**config.mk**
```make
export PLATFORM = sky130hd
export DESIGN_NAME = cmac_pipe
export DESIGN_NICKNAME = d
export VERILOG_FILES = /design/src/rtl/cmac_pipe.sv
export SDC_FILE = /design/constraint.sdc
export NUM_CORES = 2
export LEC_CHECK = 0
export ABC_AREA = 1
export ABC_CLOCK_PERIOD_IN_PS = 6300
export BUFFER_PORTS_ARGS = -buffer_cell sky130_fd_sc_hd__buf_2
export CAP_MARGIN = 20
export CORE_UTILIZATION = 33
export CTS_CLUSTER_DIAMETER = 100
export DETAILED_ROUTE_END_ITERATION = 8
export PLACE_DENSITY = 0.54
export SLEW_MARGIN = 15
export SYNTH_ARGS = -nofsm -noshare
export SYNTH_HDL_FRONTEND = slang
export SYNTH_SLANG_ARGS = --single-unit
```
**constraint.sdc**
```tcl
create_clock -name clk -period 6.3 [get_ports clk]
set_input_delay 0.63 -clock clk [delete_from_list [all_inputs] [get_ports clk]]
set_output_delay 0.63 -clock clk [all_outputs]
set_load 0.02 [all_outputs]
```
**src/rtl/cmac_pipe.sv**
```systemverilog
module cmac_pipe #(
  parameter int DW = 16,
  parameter int IW = 4
) (
  input  logic                 clk,
  input  logic                 rst,
  input  logic                 clr,
  input  logic signed [DW-1:0] xr,
  input  logic signed [DW-1:0] xi,
  input  logic signed [DW-1:0] yr,
  input  logic signed [DW-1:0] yi,
  output logic        [DW-1:0] sum_re,
  output logic        [DW-1:0] sum_im,
  output logic                 ovf
);
  localparam int FB = DW - 1;
  localparam int AW = DW + IW;
  localparam int PW = 2 * DW;
  localparam int CW = PW + 1;

  logic signed [DW-1:0] xr_q, xi_q, yr_q, yi_q;
  logic signed [PW-1:0] p_rr, p_ii, p_ri, p_ir;
  logic signed [AW-1:0] cre_q, cim_q;
  logic signed [AW-1:0] acc_re, acc_im;
  logic                 ovf_stk;

  wire signed [CW-1:0] cre_w = CW'(p_rr) - CW'(p_ii);
  wire signed [CW-1:0] cim_w = CW'(p_ri) + CW'(p_ir);
  wire signed [AW-1:0] cre_t = AW'($signed(cre_w[CW-1:FB]));
  wire signed [AW-1:0] cim_t = AW'($signed(cim_w[CW-1:FB]));

  wire signed [AW:0] nre = {acc_re[AW-1], acc_re} + {cre_q[AW-1], cre_q};
  wire signed [AW:0] nim = {acc_im[AW-1], acc_im} + {cim_q[AW-1], cim_q};
  wire wrap_re = nre[AW] ^ nre[AW-1];
  wire wrap_im = nim[AW] ^ nim[AW-1];

  always_ff @(posedge clk) begin
    if (rst) begin
      xr_q <= '0; xi_q <= '0; yr_q <= '0; yi_q <= '0;
      p_rr <= '0; p_ii <= '0; p_ri <= '0; p_ir <= '0;
      cre_q <= '0; cim_q <= '0;
    end else begin
      xr_q <= xr; xi_q <= xi; yr_q <= yr; yi_q <= yi;
      p_rr <= xr_q * yr_q;
      p_ii <= xi_q * yi_q;
      p_ri <= xr_q * yi_q;
      p_ir <= xi_q * yr_q;
      cre_q <= cre_t;
      cim_q <= cim_t;
    end
  end

  always_ff @(posedge clk) begin
    if (rst || clr) begin
      acc_re  <= '0;
      acc_im  <= '0;
      ovf_stk <= 1'b0;
    end else begin
      acc_re <= nre[AW-1:0];
      acc_im <= nim[AW-1:0];
      if (wrap_re || wrap_im) ovf_stk <= 1'b1;
    end
  end

  wire [AW-FB-1:0] top_re = acc_re[AW-1:FB];
  wire [AW-FB-1:0] top_im = acc_im[AW-1:FB];
  wire out_re = !((&top_re) || (~|top_re));
  wire out_im = !((&top_im) || (~|top_im));

  assign sum_re = {acc_re[AW-1], acc_re[FB-1:0]};
  assign sum_im = {acc_im[AW-1], acc_im[FB-1:0]};
  assign ovf    = ovf_stk | out_re | out_im;
endmodule

```
**Yosys cells after proc, flatten, opt, wreduce, memory -nomap -nowiden**

Index checks and enable logic that the tools add are counted.

- Add/subtract/negate cells: 4
- Multipliers: 4
- Bitwise gates (word level): 4
- Reduce and logical (&&, ||, !) cells: 12

Operators with widths:

| kind | number |
|---|---|
| $mul A16 B16 Y32 | 4 |
| $add A20 B18 Y21 | 2 |
| $add A32 B32 Y33 | 1 |
| $sub A32 B32 Y33 | 1 |
| $reduce_and A5 Y1 | 2 |
| $reduce_or A5 Y1 | 2 |
| $logic_not A1 Y1 | 4 |
| $logic_or A1 B1 Y1 | 4 |
| $or A1 B1 Y1 | 2 |
| $xor A1 B1 Y1 | 2 |

- Register bits: 269
- Bits of input ports: 67
- Output and inout port bits: 33
- Word-level logic and storage cells: 37

**Longest topological paths before layout**

- Word-level depth: 6
- Depth in mapped cells: 27
- Gate-level depth less buffers: 26

**Worst setup path before layout**

Ideal clock, no wire load.

- Path type: flip-flop to flip-flop
- From: register xi_q[15]
- To: register p_ir[27]
- Setup time: 113 ps
- Arrival time: 5458 ps
- Required time: 6187 ps
- Path slack: 729 ps
- Stages on the path, launching flop included: 24
- Buffers on the path: 1
- Clock period less this slack: 5571 ps
- Path through: dfxtp_1 -> clkbuf_1 -> nand2_1 -> inv_1 -> fa_1 -> fa_1 -> inv_1 -> fa_1 -> inv_1 -> fa_1 -> fa_1 -> inv_1 -> fa_1 -> inv_1 -> ha_1 -> nand2_1 -> nor2_1 -> nand2_1 -> nor4_1 -> nand2_1 -> o211ai_1 -> nand2_1 -> nand2_1 -> nor2_1

- Longest elaborated chain between the ends: 1

Ends and longest elaborated chain:

| what | RTL line | RTL |
|---|---|---|
| start, declared | 21 | `logic signed [DW-1:0] xr_q, xi_q, yr_q, yi_q;` |
| start signal, assigned | 43 | `xr_q <= xr; xi_q <= xi; yr_q <= yr; yi_q <= yi;` |
| $mul A16 B16 Y32 | 47 | `p_ir <= xi_q * yr_q;` |
| end signal, assigned | 47 |  |
| end, declared | 22 | `logic signed [PW-1:0] p_rr, p_ii, p_ri, p_ir;` |

Every way passes these cells.
A chain may end at the register's enable or synchronous reset.

**Final worst setup path**

- From: register xi_q[15]
- To: register p_ir[23]

Same word-level chain as after synthesis.

==> flow_summary.html <==
<table>
<tr><th>Metric</th><th>Value</th></tr>
<tr><th colspan="2">Cells and area</th></tr>
<tr><td>Final instance area</td><td>around 60000 µm²</td></tr>
<tr><td>Number of antenna cells inserted</td><td>0</td></tr>
<tr><td>Post-layout util</td><td>0.3662</td></tr>
<tr><td>Post-synthesis to final-layout area growth</td><td>9.751%</td></tr>
<tr><td>Final Instance Count excl. Fillers</td><td>about 9400</td></tr>
<tr><td>Fill cells</td><td>17299</td></tr>
<tr><td>Most common cell after layout, fill and taps aside</td><td>sky130_fd_sc_hd__inv_1</td></tr>
<tr><td>Net count reported at finish</td><td>8784</td></tr>
<tr><td>Layout cells sized above 1</td><td>0.06043</td></tr>
<tr><td>Commonest non-fill, non-tap cells in the layout</td><td>2003 x sky130_fd_sc_hd__inv_1, 1609 x sky130_fd_sc_hd__nand2_1, 1046 x sky130_fd_sc_hd__fa_1, 504 x sky130_fd_sc_hd__nor2_1, 426 x sky130_fd_sc_hd__ha_1</td></tr>
<tr><th colspan="2">Hold path</th></tr>
<tr><td>Path class of the lowest-slack min-delay path</td><td>primary input to flop</td></tr>
<tr><td>Worst hold start</td><td>xr[1]</td></tr>
<tr><td>Cell count of the worst hold path</td><td>3</td></tr>
<tr><td>WHS Endpoint</td><td>xr_q[1]$_SDFF_PP0_</td></tr>
<tr><th colspan="2">Pwr</th></tr>
<tr><td>Total power</td><td>between 15 and 20 mW</td></tr>
<tr><td>Max IR drop VDD</td><td>0.1999 mV</td></tr>
<tr><td>Combinational fraction of design power</td><td>0.709</td></tr>
<tr><td>LEAKAGE</td><td>approximately 34 nW</td></tr>
<tr><td>P per Cell Area</td><td>approximately 280 nW/µm²</td></tr>
<tr><td>Net load switching power</td><td>about 9.0 mW</td></tr>
<tr><td>Reg power frac</td><td>0.152</td></tr>
<tr><td>Fraction of power spent switching nets</td><td>0.5479</td></tr>
<tr><td>Clock Power Share</td><td>0.138</td></tr>
<tr><td>Internal power of the cells</td><td>7.461 mW</td></tr>
<tr><th colspan="2">Synthesis</th></tr>
<tr><td>Main combinational cell family by area after synthesis</td><td>adder cells</td></tr>
<tr><td>Unique cell type count in the Yosys netlist</td><td>51</td></tr>
<tr><td>Post-Synth Simple-Gate Area</td><td>0.1731</td></tr>
<tr><td>Share of flip-flops with an asynchronous set or reset</td><td>0</td></tr>
<tr><td>Cell count after synthesis</td><td>between 7000 and 8000</td></tr>
<tr><td>Post-synthesis register bit count</td><td>between 200 and 300</td></tr>
<tr><td>Sequential share of the synthesized area</td><td>0.09882</td></tr>
<tr><td>Yosys warning count</td><td>0</td></tr>
<tr><td>Syn_nets</td><td>between 8000 and 9000</td></tr>
<tr><td>Post-synthesis adder-cell area fraction</td><td>0.4845</td></tr>
<tr><td>Syn Std Cell Area</td><td>~54000 µm²</td></tr>
<tr><td>Share of cell area taken by muxes after synthesis</td><td>0</td></tr>
<tr><td>EDFF count, synth</td><td>0</td></tr>
<tr><td>Ys flop type</td><td>sky130_fd_sc_hd__dfxtp_1</td></tr>
<tr><td>Xor and xnor fraction of the mapped netlist area</td><td>0.006590</td></tr>
<tr><td>Synth Area in Compound Gates</td><td>0.07857</td></tr>
<tr><td>Mean area per synthesized cell</td><td>about 7.6 µm²</td></tr>
<tr><th colspan="2">Clock tree</th></tr>
<tr><td>Hold buffers post-CTS</td><td>0</td></tr>
<tr><td>Max Buffers Root-to-Sink</td><td>3</td></tr>
<tr><td>H-tree level count</td><td>2</td></tr>
<tr><td>Count of instances resized after the clock tree is built</td><td>0</td></tr>
<tr><td>Root buf cell</td><td>sky130_fd_sc_hd__clkbuf_16</td></tr>
<tr><td>Clock tree from TritonCTS</td><td>yes</td></tr>
<tr><td>Worst-skew pair later-pin latency</td><td>between 600 and 700 ps</td></tr>
<tr><td>Buffers inserted during post-CTS setup optimization</td><td>0</td></tr>
<tr><td>Clock slew at the register clock pins of the worst setup and hold paths</td><td>60 ps</td></tr>
<tr><td>Number of sinks on the clock net</td><td>around 270</td></tr>
<tr><td>Number of buffers added by the clock tree synthesis step</td><td>40</td></tr>
<tr><th colspan="2">STA</th></tr>
<tr><td>Post-layout worst setup margin</td><td>~230 ps</td></tr>
<tr><td>Total negative slack</td><td>0 ps</td></tr>
<tr><td>Total count of max-transition violations in the final report</td><td>0</td></tr>
<tr><td>Hold Violations, Final</td><td>0</td></tr>
<tr><td>Setup-violating endpoint count in the final report</td><td>0</td></tr>
<tr><td>Fin crit share</td><td>0.9643</td></tr>
<tr><td>RSZ-0062 raised after global routing</td><td>no</td></tr>
<tr><td>Transition time of the tightest slew-check pin</td><td>858.3 ps</td></tr>
<tr><td>Maximum clock frequency</td><td>about 160 MHz</td></tr>
<tr><td>Time the final worst path needs with I/O delays and setup</td><td>between 6000 and 7000 ps</td></tr>
<tr><td>Worst slew margin relative to its limit</td><td>0.4278</td></tr>
<tr><td>Setup skew after layout</td><td>25.24 ps</td></tr>
<tr><td>Worst hold slack</td><td>between 200 and 250 ps</td></tr>
<tr><th colspan="2">Route</th></tr>
<tr><td>Final wirelength</td><td>between 150 and 200 mm</td></tr>
<tr><td>Initial DRC Count</td><td>~3000</td></tr>
<tr><td>Routed via count</td><td>between 40000 and 50000</td></tr>
<tr><td>Remaining DRCs</td><td>0</td></tr>
<tr><td>Residual antenna-violating net count after detailed routing</td><td>0</td></tr>
<tr><td>Wire length per cell</td><td>17.57 µm</td></tr>
<tr><td>First-pass DRT Iterations</td><td>6</td></tr>
<tr><td>Detailed-route vias per instance</td><td>roughly 4.7</td></tr>
<tr><th colspan="2">Critical path</th></tr>
<tr><td>Internal reg-to-reg setup slack</td><td>around 230 ps</td></tr>
<tr><td>Arrival @ worst endpoint</td><td>around 6600 ps</td></tr>
<tr><td>Critical Path Sink Type</td><td>flop</td></tr>
<tr><td>Most used cell along the critical path</td><td>sky130_fd_sc_hd__inv_1</td></tr>
<tr><td>Worst reg2reg path startpoint</td><td>xi_q[15]$_SDFF_PP0_</td></tr>
<tr><td>RR Endpoint</td><td>p_ir[23]$_SDFF_PP0_</td></tr>
<tr><td>Worst r2r path cells</td><td>20</td></tr>
<tr><td>Crit start category</td><td>flop</td></tr>
<tr><td>Worst-path cell with the longest stage delay</td><td>sky130_fd_sc_hd__fa_2</td></tr>
<tr><td>Cell-by-cell listing of the critical path</td><td>buf_12, nand2_1, inv_1, fa_2, fa_2, fa_1, fa_1, fa_1, inv_1, fa_1, inv_1, ha_1, nand2_1, nor2_1, inv_1, nor2_1, inv_1, o211ai_1, nor2_1, nor2_1</td></tr>
<tr><td>Critical Path RT</td><td>6790 ps</td></tr>
<tr><td>Critical path's largest stage delay</td><td>between 600 and 700 ps</td></tr>
<tr><td>Critical path class</td><td>flop to flop</td></tr>
<tr><td>Largest driver fanout on the critical path</td><td>32</td></tr>
<tr><th colspan="2">Global route</th></tr>
<tr><td>Via count of the first global-routing pass</td><td>between 40000 and 50000</td></tr>
<tr><td>Tot GR Track Use</td><td>0.2032</td></tr>
<tr><td>Leftover overflow at the end of global routing</td><td>0</td></tr>
<tr><td>Antenna violations before repair</td><td>13</td></tr>
<tr><td>Global-route wire length before repair</td><td>between 200 and 300 mm</td></tr>
<tr><td>Maximum number of pins on one net before global-route repair</td><td>63</td></tr>
<tr><th colspan="2">Flow run</th></tr>
<tr><td>Max_cap viols</td><td>0</td></tr>
<tr><th colspan="2">Floorplan</th></tr>
<tr><td>Starting density of the core</td><td>0.3337</td></tr>
<tr><td>Floorplan row count</td><td>roughly 150</td></tr>
<tr><td>Boundary Pins</td><td>100</td></tr>
<tr><td>Core area</td><td>163300 µm²</td></tr>
<tr><td>Die height</td><td>slightly above 400 µm</td></tr>
<tr><td>Die area</td><td>between 150000 and 200000 µm²</td></tr>
<tr><td>Chip Width</td><td>about 410 µm</td></tr>
<tr><th colspan="2">Placement</th></tr>
<tr><td>Number of placed instances with taps included</td><td>between 9000 and 10000</td></tr>
<tr><td>Number of port buffers</td><td>between 90 and 100</td></tr>
<tr><td>Total half-perimeter wirelength after legalization and detailed placement</td><td>roughly 140 mm</td></tr>
<tr><td>Post-DP Area</td><td>about 58000 µm²</td></tr>
<tr><td>Final GP Congestion</td><td>0.9123</td></tr>
<tr><td>Worst-case setup slack after placement</td><td>approximately 96 ps</td></tr>
<tr><th colspan="2">Run status</th></tr>
<tr><td>Run status</td><td>finished, final reports clean</td></tr>
</table>
## registers in the layout, indices dropped and copies added (netlist names)
signal / cells
xi_q: 16
yr_q: 16
xr_q: 16
ovf_stk: 1
acc_im: 20
p_ir: 32
acc_re: 20
p_rr: 32
p_ri: 32
p_ii: 32
cim_q: 18
yi_q: 16
cre_q: 18
## synthesized netlist by cell type (3+ instances only)
master                     instances  area (µm²)
sky130_fd_sc_hd__a21boi_0          4       30.03
sky130_fd_sc_hd__a21boi_1          8       60.06
sky130_fd_sc_hd__a21o_1           24       180.2
sky130_fd_sc_hd__a21oi_1         369        1847
sky130_fd_sc_hd__a21oi_2          13       113.9
sky130_fd_sc_hd__a31oi_1          13       81.33
sky130_fd_sc_hd__and2_1            7       43.79
sky130_fd_sc_hd__and3_1            4       25.02
sky130_fd_sc_hd__buf_1            16       60.06
sky130_fd_sc_hd__buf_2             4       20.02
sky130_fd_sc_hd__buf_4            32       240.2
sky130_fd_sc_hd__clkbuf_1        198       743.2
sky130_fd_sc_hd__dfxtp_1         269        5385
sky130_fd_sc_hd__fa_1           1050       21020
sky130_fd_sc_hd__ha_1            430        5380
sky130_fd_sc_hd__inv_1          2004        7522
sky130_fd_sc_hd__inv_2            11       41.29
sky130_fd_sc_hd__nand2_1        1610        6043
sky130_fd_sc_hd__nand2_2          12       75.07
sky130_fd_sc_hd__nand3_1         115       575.6
sky130_fd_sc_hd__nand3b_1          3       22.52
sky130_fd_sc_hd__nand4_1          33       206.5
sky130_fd_sc_hd__nor2_1          505        1896
sky130_fd_sc_hd__nor2_2           19       118.9
sky130_fd_sc_hd__nor2_4            4       45.04
sky130_fd_sc_hd__nor3_1           31       155.2
sky130_fd_sc_hd__nor3_2            5       50.05
sky130_fd_sc_hd__nor4_1           14       87.58
sky130_fd_sc_hd__o211ai_1         16       120.1
sky130_fd_sc_hd__o211ai_2          6       75.07
sky130_fd_sc_hd__o21a_1           36       270.3
sky130_fd_sc_hd__o21ai_0         177       885.9
sky130_fd_sc_hd__o21ai_1          34       170.2
sky130_fd_sc_hd__o21ai_2          10       87.58
sky130_fd_sc_hd__o21bai_1         33       247.7
sky130_fd_sc_hd__or2_2             6       37.54
sky130_fd_sc_hd__xnor2_1          29       254.0
sky130_fd_sc_hd__xor2_1           12       105.1
## kinds of logic (layout without fill, tap and decap cells)
family                   count (synthesis)  after routing
AND/OR/NAND/NOR                       2375           2375
buffers and inverters                 2267           2346
XOR/XNOR                                41             41
flip-flops                             269            269
adder cells (fa/ha/maj)               1480           1480
AO/OA/AOI/OAI                          754            754
## area by class of cell
type / instances / area (µm²) / share of cell area
clock inverter: 21 / 227.7 / 0.003807
clock buffer: 49 / 1076 / 0.01799
inverter: 2017 / 7572 / 0.1266
tap: 2175 / 2721 / 0.04550
multi-input combinational: 4650 / 40520 / 0.6774
timing repair buffer: 259 / 2300 / 0.03845
sequential: 269 / 5395 / 0.09021
## worst max-delay path: cells and delay by family (launching register included)
| family | cells | cell delay (ps) |
|---|---|---|
| adders and majority gates | 7 | 3540 |
| and+or+nand+nor | 6 | 1090 |
| buffers and inverters | 6 | 630 |
| DFF | 1 | 350 |
| AOI/OAI and AO/OA | 1 | 300 |
## metal layers
metal | share of wire | vias to the layer above | wire length (µm) | GRT usage
li1 | - | 21017 | - | -
met1 | 0.49 | 22105 | 81110 | 0.3019
met2 | 0.44 | 1146 | 72960 | 0.3187
met3 | 0.051 | 154 | 8469 | 0.02050
met4 | 0.019 | 12 | 3225 | 0.04049
met5 | 0.00042 | - | 69 | 0
## power groups by stage
stage                     combinational [mW]  clock [mW]  sequential [mW]
after floorplan                         7.86           0             2.31
after global placement                  11.5           0             2.57
after detailed placement                11.5           0             2.57
after CTS                               11.6        2.36             2.53
after global routing                    13.3        2.42             2.55
final                                   11.7        2.28             2.51
## worst max path at each step
stage	startpoint	endpoint	slack (ps)	cells past startpoint
2_1_floorplan	xi_q[15]$_SDFF_PP0_	p_ir[27]$_SDFF_PP0_	730	23
6_report	xi_q[15]$_SDFF_PP0_	p_ir[23]$_SDFF_PP0_	230	20
4_1_cts	yi_q[1]$_SDFF_PP0_	p_ri[29]$_SDFF_PP0_	90	20
3_3_place_gp	xr_q[7]$_SDFF_PP0_	p_rr[22]$_SDFF_PP0_	20	22
3_5_place_dp	yi_q[1]$_SDFF_PP0_	p_ri[29]$_SDFF_PP0_	100	20
5_1_grt	xr_q[15]$_SDFF_PP0_	p_ri[30]$_SDFF_PP0_	9	22
No activity file was read; power rests on OpenSTA's default activity.
